===== src/rtl/bm_pkg.sv =====
package bm_pkg;
    typedef enum logic [2:0] {
        S_IDLE,
        S_READ,
        S_WRITE,
        S_STEP,
        S_RETIRE,
        S_YIELD
    } bm_state_e;

    localparam int unsigned WORD_BYTES  = 4;
    localparam logic [3:0]  PC_INC_MOVE = 4'd6;
endpackage


===== src/rtl/bm_thread_file.sv =====
module bm_thread_file #(
    parameter int NTHREAD = 4,
    parameter int AW      = 16,
    parameter int LW      = 12,
    parameter int TW      = 2
) (
    input  logic               clk,
    input  logic               rst_n,
    input  logic               st_valid,
    input  logic [TW-1:0]      st_tid,
    input  logic               st_load,
    input  logic               st_intr,
    input  logic [AW-1:0]      st_src,
    input  logic [AW-1:0]      st_dst,
    input  logic [LW-1:0]      st_len,
    input  logic               up_en,
    input  logic [TW-1:0]      up_tid,
    input  logic [AW-1:0]      up_src,
    input  logic [AW-1:0]      up_dst,
    input  logic [LW-1:0]      up_len,
    input  logic               clr_en,
    input  logic [TW-1:0]      clr_tid,
    input  logic [TW-1:0]      rd_tid,
    output logic [AW-1:0]      rd_src,
    output logic [AW-1:0]      rd_dst,
    output logic [LW-1:0]      rd_len,
    output logic               rd_intr,
    output logic [NTHREAD-1:0] active
);
    logic [AW-1:0] src_q  [NTHREAD];
    logic [AW-1:0] dst_q  [NTHREAD];
    logic [LW-1:0] len_q  [NTHREAD];
    logic          intr_q [NTHREAD];
    logic [NTHREAD-1:0] act_q;

    always_ff @(posedge clk) begin
        if (!rst_n) begin
            act_q <= '0;
            for (int g = 0; g < NTHREAD; g++) begin
                src_q[g]  <= '0;
                dst_q[g]  <= '0;
                len_q[g]  <= '0;
                intr_q[g] <= 1'b0;
            end
        end else begin
            for (int g = 0; g < NTHREAD; g++) begin
                if (st_valid && st_tid == TW'(g) && !act_q[g]) begin
                    act_q[g]  <= 1'b1;
                    intr_q[g] <= st_intr;
                    if (st_load) begin
                        src_q[g] <= st_src;
                        dst_q[g] <= st_dst;
                        len_q[g] <= st_len;
                    end
                end else begin
                    if (up_en && up_tid == TW'(g)) begin
                        src_q[g] <= up_src;
                        dst_q[g] <= up_dst;
                        len_q[g] <= up_len;
                    end
                    if (clr_en && clr_tid == TW'(g)) begin
                        act_q[g] <= 1'b0;
                    end
                end
            end
        end
    end

    assign rd_src  = src_q[rd_tid];
    assign rd_dst  = dst_q[rd_tid];
    assign rd_len  = len_q[rd_tid];
    assign rd_intr = intr_q[rd_tid];
    assign active  = act_q;
endmodule


===== src/rtl/bm_rr_pick.sv =====
module bm_rr_pick #(
    parameter int N  = 4,
    parameter int TW = 2
) (
    input  logic [N-1:0]  req,
    input  logic [TW-1:0] last,
    output logic          any,
    output logic [TW-1:0] grant
);
    always_comb begin
        any   = 1'b0;
        grant = '0;
        // highest offset first, so the nearest requester after last wins
        for (int k = N; k >= 1; k--) begin
            if (req[(int'(last) + k) % N]) begin
                any   = 1'b1;
                grant = TW'((int'(last) + k) % N);
            end
        end
    end
endmodule


===== src/rtl/bm_step.sv =====
module bm_step #(
    parameter int AW = 16,
    parameter int LW = 12
) (
    input  logic [AW-1:0] src,
    input  logic [AW-1:0] dst,
    input  logic [LW-1:0] len,
    output logic [AW-1:0] nsrc,
    output logic [AW-1:0] ndst,
    output logic [LW-1:0] nlen,
    output logic [3:0]    be,
    output logic          last
);
    localparam logic [LW-1:0] WB = LW'(bm_pkg::WORD_BYTES);

    assign nsrc = src + AW'(bm_pkg::WORD_BYTES);
    assign ndst = dst + AW'(bm_pkg::WORD_BYTES);
    assign last = (len <= WB);
    assign nlen = last ? '0 : (len - WB);

    always_comb begin
        if (len >= WB) be = 4'b1111;
        else begin
            unique case (len[1:0])
                2'd3:    be = 4'b0111;
                2'd2:    be = 4'b0011;
                2'd1:    be = 4'b0001;
                default: be = 4'b0000;
            endcase
        end
    end
endmodule


===== src/rtl/bm_seq.sv =====
module bm_seq #(
    parameter int NTHREAD = 4,
    parameter int AW      = 16,
    parameter int LW      = 12,
    localparam int TW     = (NTHREAD > 1) ? $clog2(NTHREAD) : 1
) (
    input  logic          clk,
    input  logic          rst_n,
    input  logic          start_valid,
    input  logic [TW-1:0] start_tid,
    input  logic          start_load,
    input  logic          start_intr,
    input  logic [AW-1:0] start_src,
    input  logic [AW-1:0] start_dst,
    input  logic [LW-1:0] start_len,
    input  logic          irq_pending,
    output logic          mem_rd_en,
    output logic          mem_wr_en,
    output logic [AW-1:0] mem_addr,
    input  logic [31:0]   mem_rdata,
    output logic [31:0]   mem_wdata,
    output logic [3:0]    mem_be,
    output logic          done_valid,
    output logic [TW-1:0] done_tid,
    output logic [3:0]    done_pc_inc,
    output logic          done_yield
);
    import bm_pkg::*;

    bm_state_e     state_q, state_d;
    logic [TW-1:0] cur_q, cur_d;
    logic [TW-1:0] last_q, last_d;
    logic [31:0]   data_q;

    logic [NTHREAD-1:0] active;
    logic          pick_any;
    logic [TW-1:0] pick_tid;
    logic [TW-1:0] rd_tid;
    logic [AW-1:0] t_src, t_dst, n_src, n_dst;
    logic [LW-1:0] t_len, n_len;
    logic          t_intr, w_last;
    logic [3:0]    w_be;

    assign rd_tid = (state_q == S_IDLE) ? pick_tid : cur_q;

    bm_thread_file #(.NTHREAD(NTHREAD), .AW(AW), .LW(LW), .TW(TW)) u_tf (
        .clk     (clk),
        .rst_n   (rst_n),
        .st_valid(start_valid),
        .st_tid  (start_tid),
        .st_load (start_load),
        .st_intr (start_intr),
        .st_src  (start_src),
        .st_dst  (start_dst),
        .st_len  (start_len),
        .up_en   (state_q == S_STEP),
        .up_tid  (cur_q),
        .up_src  (n_src),
        .up_dst  (n_dst),
        .up_len  (n_len),
        .clr_en  (done_valid),
        .clr_tid (cur_q),
        .rd_tid  (rd_tid),
        .rd_src  (t_src),
        .rd_dst  (t_dst),
        .rd_len  (t_len),
        .rd_intr (t_intr),
        .active  (active)
    );

    bm_rr_pick #(.N(NTHREAD), .TW(TW)) u_pick (
        .req  (active),
        .last (last_q),
        .any  (pick_any),
        .grant(pick_tid)
    );

    bm_step #(.AW(AW), .LW(LW)) u_step (
        .src (t_src),
        .dst (t_dst),
        .len (t_len),
        .nsrc(n_src),
        .ndst(n_dst),
        .nlen(n_len),
        .be  (w_be),
        .last(w_last)
    );

    // state register and data latches
    always_ff @(posedge clk) begin
        if (!rst_n) begin
            state_q <= S_IDLE;
            cur_q   <= '0;
            last_q  <= '0;
            data_q  <= '0;
        end else begin
            state_q <= state_d;
            cur_q   <= cur_d;
            last_q  <= last_d;
            if (state_q == S_READ) data_q <= mem_rdata;
        end
    end

    // next-state logic
    always_comb begin
        state_d = state_q;
        cur_d   = cur_q;
        last_d  = last_q;
        unique case (state_q)
            S_IDLE: begin
                if (pick_any) begin
                    cur_d   = pick_tid;
                    last_d  = pick_tid;
                    state_d = (t_len == '0) ? S_RETIRE : S_READ;
                end
            end
            S_READ:  state_d = S_WRITE;
            S_WRITE: state_d = S_STEP;
            S_STEP: begin
                if (w_last)                   state_d = S_RETIRE;
                else if (t_intr && irq_pending) state_d = S_YIELD;
                else                          state_d = S_IDLE;
            end
            S_RETIRE: state_d = S_IDLE;
            S_YIELD:  state_d = S_IDLE;
            default:  state_d = S_IDLE;
        endcase
    end

    // outputs
    always_comb begin
        mem_rd_en   = (state_q == S_READ);
        mem_wr_en   = (state_q == S_WRITE);
        mem_addr    = (state_q == S_WRITE) ? t_dst : t_src;
        mem_wdata   = data_q;
        mem_be      = (state_q == S_WRITE) ? w_be : 4'b0000;
        done_valid  = (state_q == S_RETIRE) || (state_q == S_YIELD);
        done_tid    = cur_q;
        done_pc_inc = (state_q == S_RETIRE) ? PC_INC_MOVE : 4'd0;
        done_yield  = (state_q == S_YIELD);
    end
endmodule


===== config.mk =====
export PLATFORM = sky130hd
export DESIGN_NAME = bm_seq
export DESIGN_NICKNAME = d
export VERILOG_FILES = /design/src/rtl/bm_pkg.sv /design/src/rtl/bm_thread_file.sv /design/src/rtl/bm_rr_pick.sv /design/src/rtl/bm_step.sv /design/src/rtl/bm_seq.sv
export SDC_FILE = /design/constraint.sdc
export NUM_CORES = 1
export LEC_CHECK = 0
export ABC_CLOCK_PERIOD_IN_PS = 8900
export BUFFER_PORTS_ARGS = -buffer_cell sky130_fd_sc_hd__buf_4
export CAP_MARGIN = 20
export CORE_MARGIN = 10
export CORE_UTILIZATION = 40
export CTS_BUF_LIST = sky130_fd_sc_hd__clkbuf_16
export CTS_CLUSTER_SIZE = 20
export DETAILED_ROUTE_END_ITERATION = 10
export PLACE_DENSITY = 0.62
export SETUP_SLACK_MARGIN = 0.3
export SYNTH_ARGS = -nofsm -noshare
export SYNTH_HDL_FRONTEND = slang
export SYNTH_SLANG_ARGS = --single-unit

===== constraint.sdc =====
create_clock -name clk -period 8.9 [get_ports clk]
set_input_delay 1.78 -clock clk [delete_from_list [all_inputs] [get_ports clk]]
set_output_delay 1.78 -clock clk [all_outputs]
set_load 0.02 [all_outputs]

==> results of run 1 <==
flip-flops by register name, indices dropped and copies added (netlist names):
register / cells
state_q: 3
u_tf.dst_q: 64
last_q: 2
u_tf.len_q: 48
u_tf.src_q: 64
u_tf.active: 4
u_tf.intr_q: 4
mem_wdata: 32
cell usage after synthesis, types with 2 or more instances:
| cell | number |
|---|---|
| a21boi_0 | 37 |
| or3b_2 | 2 |
| nor3b_1 | 3 |
| dfxtp_1 | 44 |
| mux2_2 | 12 |
| or3_1 | 5 |
| mux2i_1 | 63 |
| buf_12 | 2 |
| o31ai_1 | 3 |
| a211oi_2 | 2 |
| ha_1 | 9 |
| inv_1 | 13 |
| nand3_1 | 30 |
| nand2b_1 | 10 |
| xnor2_1 | 17 |
| a22o_1 | 84 |
| buf_4 | 6 |
| nand2_1 | 315 |
| a211o_1 | 2 |
| o21ai_1 | 9 |
| buf_2 | 21 |
| xor2_1 | 12 |
| o21a_1 | 3 |
| nor2b_1 | 8 |
| mux4_2 | 3 |
| nor4b_4 | 2 |
| nor3_1 | 6 |
| o21ai_0 | 108 |
| and4b_1 | 2 |
| buf_1 | 6 |
| a31oi_1 | 12 |
| buf_6 | 2 |
| o211ai_1 | 2 |
| edfxtp_1 | 177 |
| nor4_1 | 4 |
| and3_1 | 20 |
| nand3b_1 | 5 |
| nor2_1 | 75 |
| a311oi_1 | 3 |
| clkbuf_1 | 48 |
| a21oi_1 | 10 |
| nand4b_1 | 3 |
| nor4b_2 | 2 |
| and2_1 | 3 |
worst max-delay path, stage by stage (launching register included):
cell and delay (ns):
dfxtp_1 0.70, inv_1 0.18, ha_1 0.42, o31ai_1 0.63, nand2_4 0.30, buf_4 0.47
mux2_2 0.39, o21ai_0 0.33, ha_1 0.31, nand3_1 0.10, nand2_1 0.16, o21ai_0 0.12
buf_4 0.20
metrics by stage:
stage	hold slack, ns	cell area [um2]
6_report	0.4603	14180
5_1_grt	0.4825	14180
4_1_cts	0.4653	14180
3_5_place_dp	0.4573	13400
3_3_place_gp	0.4506	13400
2_1_floorplan	0.4437	12070
layer usage:
metal  part of all wire  vias to the layer above  track usage
li1                   -                     4586            -
met2               0.48                      468       0.3060
met3              0.097                       54      0.04720
met4              0.016                        0      0.04435
met5                  0                        -            0
met1               0.41                     4676       0.2397
report_power, final:
part	leakage, nW	switching (mW)	total [mW]	internal [mW]
combinational	2.88	0.698	1.07	0.371
sequential	2.20	0.0442	1.23	1.19
clock	0.398	0.423	0.991	0.568
total	5.47	1.16	3.29	2.13
cells by family (layout without fill, tap and decap cells):
logic type                 count (synthesis)  in the layout  synth area share
muxes                                     80             80           0.07144
AOI/OAI and AO/OA                        282            282            0.1597
DFF                                      221            221            0.5135
xor gates and xnor gates                  30             30           0.02240
and+or+nand+nor                          501            501            0.1849
buffers and inverters                     98            219           0.03847
adders and majority gates                  9              9          0.009332
other                                      1              3         0.0003108
worst max-delay path by stage:
stage	from	end	slack, ns	cells past startpoint
CTS	last_q[0]	mem_be[1]	2.25	12
detailed placement	last_q[0]	mem_be[1]	2.84	12
floorplan	last_q[0]	mem_be[0]	3.31	17
finish	last_q[0]	mem_be[1]	2.25	12
global route	last_q[0]	mem_be[1]	1.85	12
global placement	last_q[0]	mem_be[1]	3.03	12
layout make-up:
class | instances | area [um2] | area share
Clock inverter | 21 | 152.6 | 0.01076
Inverter | 13 | 48.80 | 0.003440
Clock buffer | 25 | 625.6 | 0.04410
Sequential cell | 221 | 6196 | 0.4368
Multi-Input combinational cell | 904 | 5458 | 0.3848
Tap cell | 390 | 488.0 | 0.03440
Antenna cell | 1 | 2.502 | 0.0001764
Timing Repair Buffer | 160 | 1214 | 0.08556
==> results.json, run 1 <==
{
  "status": "completed",
  "num_rows": 63,
  "ant_nets": 0,
  "slew_headroom": 0.3201,
  "ys_warn_count": 0,
  "place_hpwl_um": 22640,
  "synth_area_leaders": "edfxtp_1 (44%), nand2_1 (9.8%), dfxtp_1 (7.3%)",
  "clkSlewWorstSetupHoldPaths_ns": 0.06,
  "period_share": 0.7470,
  "synthArstFlopShare": 0,
  "synth_area_um2": 12070,
  "start_util": 0.4060,
  "hold_viol_final": 0,
  "die_area_um2": 37510,
  "drive_gt1_frac": 0.1763,
  "clock_skew_ns": 0.01006,
  "required_ns": 7.12,
  "worstHoldEndpoint": "mem_wdata[5]",
  "p_per_area_nw_per_um2": 232.0,
  "fin_crit_ns": 6.649,
  "die_w_um": 193.7,
  "clock-sinks": 221,
  "worstPathMaxFanout": 65,
  "synthDistinctLibCells": 61,
  "cp-start-kind": "register",
  "port_buffers": 143,
  "boundaryPins": 146,
  "final.setup.tns_ns": 0,
  "hold_path.class": "reg2reg",
  "cts_setup_buffers": 0,
  "fp.dieH_um": 193.7,
  "final.fill_count": 2730,
  "fin_cells": 1735,
  "setup_viol": 0,
  "crit_arrival_ns": 4.87,
  "htreeDepth": 1,
  "worst_setup_path_end_kind": "output port",
  "area_delta_synth_final_pct": 17.56,
  "fin_ws_ns": 2.251,
  "synth_seq_cells": 221,
  "grt_pass1_vias": 9873,
  "route.detailed.drc": 0,
  "numCtsBuffers": 25,
  "synthCells": 1222,
  "viasPerCell": 5.639,
  "grt_pass1_wl_um": 56760,
  "dr_total_vias": 9784,
  "r2r_slack_ns": 3.43,
  "track_usage": 0.1861,
  "clockBufferDepth": 3,
  "drt-initial-drc-count": 1016,
  "tritoncts": "done",
  "maxCapViolations": 0,
  "vdd_ir_drop_max_mv": 0.1516,
  "synthFlopType": "edfxtp_1",
  "timing.rr.start": "last_q[0]",
  "mostFrequentLayoutCell": "nand2_1",
  "synth_top_area_cell": "edfxtp_1",
  "core-area_um2": 29720,
  "worst_slew_pin_slew_ns": 1.017,
  "reg2reg_to": "u_tf.dst_q[0][10]",
  "syn_avg_cell_area_um2": 9.874,
  "fmax_mhz": 150.4,
  "total_power_mw": 3.291,
  "first_pass_iters": 8,
  "yosysSeqAreaShare": 0.5135,
  "ctsResizeCount": 0,
  "leakagePower_nw": 5.470,
  "min_path_cells": 2,
  "critPathKind": "reg2out",
  "postCtsHoldBufs": 0,
  "post-route-util": 0.4773,
  "wire_per_inst_um": 21.24,
  "place_ws_ns": 2.843,
  "grt_max_degree": 66,
  "reg2reg_depth": 16,
  "synth_enable_flop_cells": 177,
  "clk_latency_ns": 0.53,
  "layout.nets": 1418,
  "dp.cells": 1688,
  "antenna_found_initial": 1,
  "layout_common_cells": "nand2_1 (314), edfxtp_1 (177), buf_4 (159)",
  "slew_violations": 0,
  "rsz0062_at_grt": "no",
  "grt_overflow": 0,
  "wirelength_um": 36860,
  "synth_top_area_frac": 0.4405,
  "gp_congestion": 0.8357,
  "clock-root-buffer": "clkbuf_16",
  "min-delay-start": "mem_wdata[5]"
}
Note: power is estimated with default switching activity, not from simulation.
==> run 2, diff against run 1 <==
--- a/config.mk
+++ b/config.mk
@@ -5,7 +5,7 @@
 export SDC_FILE = /design/constraint.sdc
 export NUM_CORES = 1
 export LEC_CHECK = 0
-export ABC_CLOCK_PERIOD_IN_PS = 8900
+export ABC_CLOCK_PERIOD_IN_PS = 5900
 export BUFFER_PORTS_ARGS = -buffer_cell sky130_fd_sc_hd__buf_4
 export CAP_MARGIN = 20
 export CORE_MARGIN = 10
@@ -13,7 +13,7 @@
 export CTS_BUF_LIST = sky130_fd_sc_hd__clkbuf_16
 export CTS_CLUSTER_SIZE = 20
 export DETAILED_ROUTE_END_ITERATION = 10
-export PLACE_DENSITY = 0.62
+export PLACE_DENSITY = 0.65
 export SETUP_SLACK_MARGIN = 0.3
 export SYNTH_ARGS = -nofsm -noshare
 export SYNTH_HDL_FRONTEND = slang
==> constraint.sdc (replaced) <==
create_clock -name clk -period 5.9 [get_ports clk]
set_input_delay 1.18 -clock clk [delete_from_list [all_inputs] [get_ports clk]]
set_output_delay 1.18 -clock clk [all_outputs]
set_load 0.02 [all_outputs]
==> run 2 against run 1 <==
Net effect: first-iteration DRC count shrank 10%; sequential cell count unchanged; hold slack improved by 0.0010 ns; critical path type unchanged; core utilization rose by 0.35 points; critical endpoint is now mem_addr[9]; wire length is 0.24% lower; die area unchanged; final area grew 0.72%; worst setup slack got worse by 1.7 ns.
==> results.json, run 2 (synthesized netlist as in run 1, its figures left out) <==
{
  "status": "completed",
  "n_antenna_cell": 0,
  "mostFrequentLayoutCell": "nand2_1",
  "core-area_um2": 29720,
  "cts_setup_buffers": 0,
  "dp.cells": 1693,
  "endpoint": "mem_addr[9]",
  "p_comb_frac": 0.325,
  "numCtsBuffers": 25,
  "cp-startpoint": "last_q[1]",
  "reg2reg_to": "u_tf.src_q[1][14]",
  "power_frac_seq": 0.370,
  "period_share": 0.9130,
  "fin_crit_ns": 5.387,
  "wire_per_inst_um": 21.17,
  "clock_skew_ns": 0.01333,
  "worst_setup_path_end_kind": "output port",
  "min_path_cells": 2,
  "dr_total_vias": 9767,
  "hold_viol_final": 0,
  "reg_top3": "u_tf.dst_q (64), u_tf.src_q (64), u_tf.len_q (48)",
  "layout_common_cells": "nand2_1 (314), edfxtp_1 (177), buf_4 (161)",
  "place_ws_ns": 0.7222,
  "fin_ws_ns": 0.5131,
  "vdd_ir_drop_max_mv": 0.2258,
  "fmax_mhz": 185.6,
  "setup_viol": 0,
  "swShare": 0.3505,
  "clockBufferDepth": 3,
  "maxCapViolations": 0,
  "final.setup.tns_ns": 0,
  "clockPowerShare": 0.305,
  "rsz0062_at_grt": "yes",
  "grt_pass1_vias": 9901,
  "required_ns": 4.72,
  "port_buffers": 143,
  "tritoncts": "done",
  "grt_pass1_wl_um": 57240,
  "start_util": 0.4060,
  "num_rows": 63,
  "place_hpwl_um": 23170,
  "clock-sinks": 221,
  "clock-root-buffer": "clkbuf_16",
  "worstPathMaxFanout": 42,
  "boundaryPins": 146,
  "timing.rr.start": "last_q[1]",
  "power.switching_mw": 1.764,
  "die_w_um": 193.7,
  "slew_headroom": 0.3248,
  "grt_overflow": 0,
  "viasPerCell": 5.623,
  "grt_max_degree": 68,
  "first_pass_iters": 6,
  "p_per_area_nw_per_um2": 352.3,
  "p_int_mw": 3.269,
  "track_usage": 0.1878,
  "clk_latency_ns": 0.52,
  "fp.dieH_um": 193.7,
  "wirelength_um": 36770,
  "die_area_um2": 37510,
  "area_delta_synth_final_pct": 18.41,
  "route.detailed.drc": 0,
  "antenna_found_initial": 0,
  "hold_path.class": "reg2reg",
  "ant_nets": 0,
  "slew_violations": 0,
  "drive_gt1_frac": 0.1782,
  "layout.nets": 1423,
  "clkSlewWorstSetupHoldPaths_ns": 0.06,
  "worst_slew_pin_slew_ns": 1.010,
  "leakagePower_nw": 5.521,
  "r2r_slack_ns": 1.07,
  "gp_congestion": 0.8324,
  "post-route-util": 0.4808,
  "cp-start-kind": "register",
  "reg2reg_depth": 16,
  "final.fill_count": 2753,
  "critPathKind": "reg2out",
  "htreeDepth": 1,
  "crit_arrival_ns": 4.21,
  "fin_cells": 1737,
  "drt-initial-drc-count": 913
}
run 2: worst max-delay path, stage by stage, from the launching register on:
cell and delay (ns):
dfxtp_1 0.59, inv_1 0.14, ha_1 0.40, mux4_2 0.35, nand2b_4 0.10, a211oi_2 0.11, a211oi_4 0.40, buf_4 0.54
nand2_1 0.10, and3_1 0.17, a31oi_1 0.22, nand2_1 0.08, o21ai_0 0.22, buf_4 0.23
run 2: final cells by class:
cell class,instances,area (um2),area share
multi-input cells,904,5468,0.3827
repair buffers,165,1289,0.09020
inverters,13,48.80,0.003415
well taps,390,488.0,0.03415
flip-flops and latches,221,6197,0.4337
clock buffers,25,625.6,0.04379
clock inverters,19,171.4,0.01200
run 2: layer usage:
layer / up-vias / share of wire / track usage
li1: 4608 / - / -
met1: 4666 / 0.43 / 0.2448
met2: 425 / 0.46 / 0.3017
met3: 68 / 0.089 / 0.04115
met4: 0 / 0.025 / 0.06381
met5: - / 0 / 0
run 2: timing repair:
item | CTS | global route
cloned | 0 | 0
setup endpoints to repair | 4 | 17
endpoints found under the hold margin | 0 | 0
resized for setup | 1 | 2
hold buffers | 0 | 0
run 2: worst min-delay path by stage:
| stage | startpoint | to |
|---|---|---|
| finish | mem_wdata[10] | mem_wdata[10] |
| global route | mem_wdata[19] | mem_wdata[19] |
| CTS | mem_wdata[10] | mem_wdata[10] |
| detailed placement | mem_wdata[10] | mem_wdata[10] |
| global placement | mem_wdata[15] | mem_wdata[15] |
| floorplan | u_tf.intr_q[0] | u_tf.intr_q[0] |
run 2: power groups by stage:
stage               clock [mW]  sequential (mW)  combinational (mW)
floorplan                    0             1.91                1.07
global placement             0             1.89                1.61
detailed placement           0             1.89                1.63
CTS                       1.55             1.86                1.64
global route              1.61             1.87                1.78
finish                    1.54             1.86                1.64
run 2: per-stage QoR:
stage          cell area, um2  total power [mW]  hold slack [ns]
2_1_floorplan           12070             2.977           0.4437
3_3_place_gp            13480             3.492           0.4504
3_5_place_dp            13480             3.515           0.4570
4_1_cts                 14280             5.046           0.4657
5_1_grt                 14290             5.270           0.4793
6_report                14290             5.034           0.4613
==> run 3, diff against run 2 <==
--- a/config.mk
+++ b/config.mk
@@ -5,7 +5,7 @@
 export SDC_FILE = /design/constraint.sdc
 export NUM_CORES = 1
 export LEC_CHECK = 0
-export ABC_CLOCK_PERIOD_IN_PS = 5900
+export ABC_CLOCK_PERIOD_IN_PS = 5550
 export BUFFER_PORTS_ARGS = -buffer_cell sky130_fd_sc_hd__buf_4
 export CAP_MARGIN = 20
 export CORE_MARGIN = 10
@@ -13,8 +13,10 @@
 export CTS_BUF_LIST = sky130_fd_sc_hd__clkbuf_16
 export CTS_CLUSTER_SIZE = 20
 export DETAILED_ROUTE_END_ITERATION = 10
-export PLACE_DENSITY = 0.65
+export MAX_ROUTING_LAYER = met4
+export PLACE_DENSITY = 0.62
 export SETUP_SLACK_MARGIN = 0.3
+export SKIP_CTS_REPAIR_TIMING = 1
 export SYNTH_ARGS = -nofsm -noshare
 export SYNTH_HDL_FRONTEND = slang
 export SYNTH_SLANG_ARGS = --single-unit
==> constraint.sdc (replaced) <==
create_clock -name clk -period 5.55 [get_ports clk]
set_input_delay 1.11 -clock clk [delete_from_list [all_inputs] [get_ports clk]]
set_output_delay 1.11 -clock clk [all_outputs]
set_load 0.02 [all_outputs]
==> run 3 against run 2 <==
Net effect: sequential cell count stayed put; clock power fell by 4%; cell count rose by 1.0%; critical path type unchanged; critical endpoint is now mem_addr[14]; largest power group unchanged.
==> results.json, run 3 (synthesized netlist as in run 1, its figures left out) <==
{
  "port_buffers": 143,
  "worstHoldEndpoint": "mem_wdata[15]",
  "tritoncts": "done",
  "die_w_um": 193.7,
  "clock-root-buffer": "clkbuf_16",
  "reg_top3": "u_tf.dst_q (64), u_tf.src_q (64), u_tf.len_q (48)",
  "slew_violations": 0,
  "crit_arrival_ns": 3.95,
  "min_path_cells": 2,
  "reg2reg_depth": 18,
  "layout.nets": 1439,
  "dr_total_vias": 9892,
  "viasPerCell": 5.636,
  "drt-initial-drc-count": 880,
  "required_ns": 4.44,
  "crit_buf_inv": 3,
  "fin_cells": 1755,
  "clkSlewWorstSetupHoldPaths_ns": 0.06,
  "num_rows": 63,
  "timing.hold.ws_ns": 0.4621,
  "antenna_found_initial": 1,
  "core-area_um2": 29720,
  "clock_skew_ns": 0.01071,
  "place_ws_ns": 0.5147,
  "timing.rr.start": "last_q[0]",
  "r2r_slack_ns": 1.08,
  "fin_crit_ns": 5.064,
  "leakagePower_nw": 5.592,
  "setup_viol": 0,
  "grt_overflow": 0,
  "drive_gt1_frac": 0.1935,
  "hold_viol_final": 0,
  "dp.cells": 1700,
  "hold_path.class": "reg2reg",
  "cp-start-kind": "register",
  "maxCapViolations": 0,
  "fin_ws_ns": 0.4856,
  "ant_nets": 0,
  "wirelength_um": 37710,
  "clk_latency_ns": 0.52,
  "total_power_mw": 5.295,
  "numCtsBuffers": 24,
  "fmax_mhz": 197.5,
  "route.detailed.drc": 0,
  "p_per_area_nw_per_um2": 367.2,
  "grt_pass1_wl_um": 56670,
  "wire_per_inst_um": 21.49,
  "worst_setup_path_end_kind": "output port",
  "cp_slowest_stage_delay_ns": 0.57,
  "cpMaxStageDelayCell": "a311oi_1",
  "critPathKind": "reg2out",
  "min-delay-start": "mem_wdata[15]",
  "grt_pass1_vias": 9837,
  "clockBufferDepth": 3,
  "critPathTopFamily": "compound AO/OA/AOI/OAI gates",
  "first_pass_iters": 5,
  "worstPathMaxFanout": 14,
  "vdd_ir_drop_max_mv": 0.2295,
  "rsz0062_at_grt": "no",
  "die_area_um2": 37510,
  "worstPathCellList": "inv_1 > ha_1 > mux4_2 > nand2b_4 > a211oi_4 > buf_4 > a211o_2 > and3_1 > a311oi_1 > o21ai_0 > buf_4",
  "gp_congestion": 0.8316,
  "fp.dieH_um": 193.7,
  "track_usage": 0.1928,
  "htreeDepth": 1,
  "place_hpwl_um": 22990,
  "reg2reg_to": "u_tf.src_q[2][14]",
  "period_share": 0.9125,
  "slew_headroom": 0.2949,
  "clock-sinks": 221,
  "mostFrequentLayoutCell": "nand2_1",
  "worst_slew_pin_slew_ns": 1.055,
  "grt_max_degree": 53,
  "status": "completed",
  "area_delta_synth_final_pct": 19.51,
  "cp_common_cell": "buf_4",
  "layout_common_cells": "nand2_1 (314), edfxtp_1 (177), buf_4 (175)",
  "start_util": 0.4060,
  "boundaryPins": 146
}
==> run 3: final cells by class <==
type | count | area, um2
tap | 390 | 488.0
clock inverter | 18 | 82.58
clock buffer | 26 | 650.6
sequential | 221 | 6201
multi-input combinational | 906 | 5534
inverter | 13 | 48.80
fill | 2747 | 15300
timing repair buffer | 180 | 1414
antenna | 1 | 2.502
==> run 3: worst max-delay path by stage <==
stage / start / to / slack, ns / cells past startpoint
after global placement: last_q[0] / mem_be[1] / 0.66 / 14
after CTS: last_q[0] / mem_be[1] / -0.03 / 14
final: last_q[0] / mem_addr[14] / 0.49 / 11
after floorplan: last_q[0] / mem_be[0] / 0.63 / 17
after detailed placement: last_q[0] / mem_be[1] / 0.51 / 14
after global routing: last_q[0] / mem_be[1] / 0.30 / 14
==> run 3: per-layer routing <==
| metal | vias up | wire (um) | global-route usage | part of all wire |
|---|---|---|---|---|
| li1 | 4643 | - | - | - |
| met1 | 4766 | 16240 | 0.2493 | 0.43 |
| met2 | 427 | 17760 | 0.3060 | 0.47 |
| met3 | 56 | 3087 | 0.03475 | 0.082 |
| met4 | 0 | 614 | 0.04979 | 0.016 |
| met5 | - | 0 | - | 0 |
==> run 3: worst reg2reg max path: cells and delay by family (launching register included) <==
kind	cells	cell delay [ns]
AOI/OAI and AO/OA	4	0.94
and+or+nand+nor	5	0.87
buffers and inverters	5	0.80
adders and majority gates	2	0.64
DFF	1	0.50
muxes	1	0.27
xor gates and xnor gates	1	0.22
==> run 3: metrics by stage <==
stage / util / TNS, ns / area, um2
after global placement: 0.4553 / 0 / 13530
final: 0.4853 / 0 / 14420
after floorplan: - / 0 / 12070
after global routing: 0.4853 / 0 / 14420
after detailed placement: 0.4553 / 0 / 13530
after CTS: 0.4800 / -0.03563 / 14260
==> run 3: power by group <==
group | switching (mW) | total [mW] | internal, mW
Combinational | 1.16 | 1.83 | 0.671
Sequential | 0.0765 | 1.98 | 1.91
Clock | 0.645 | 1.48 | 0.839
Total | 1.88 | 5.30 | 3.42
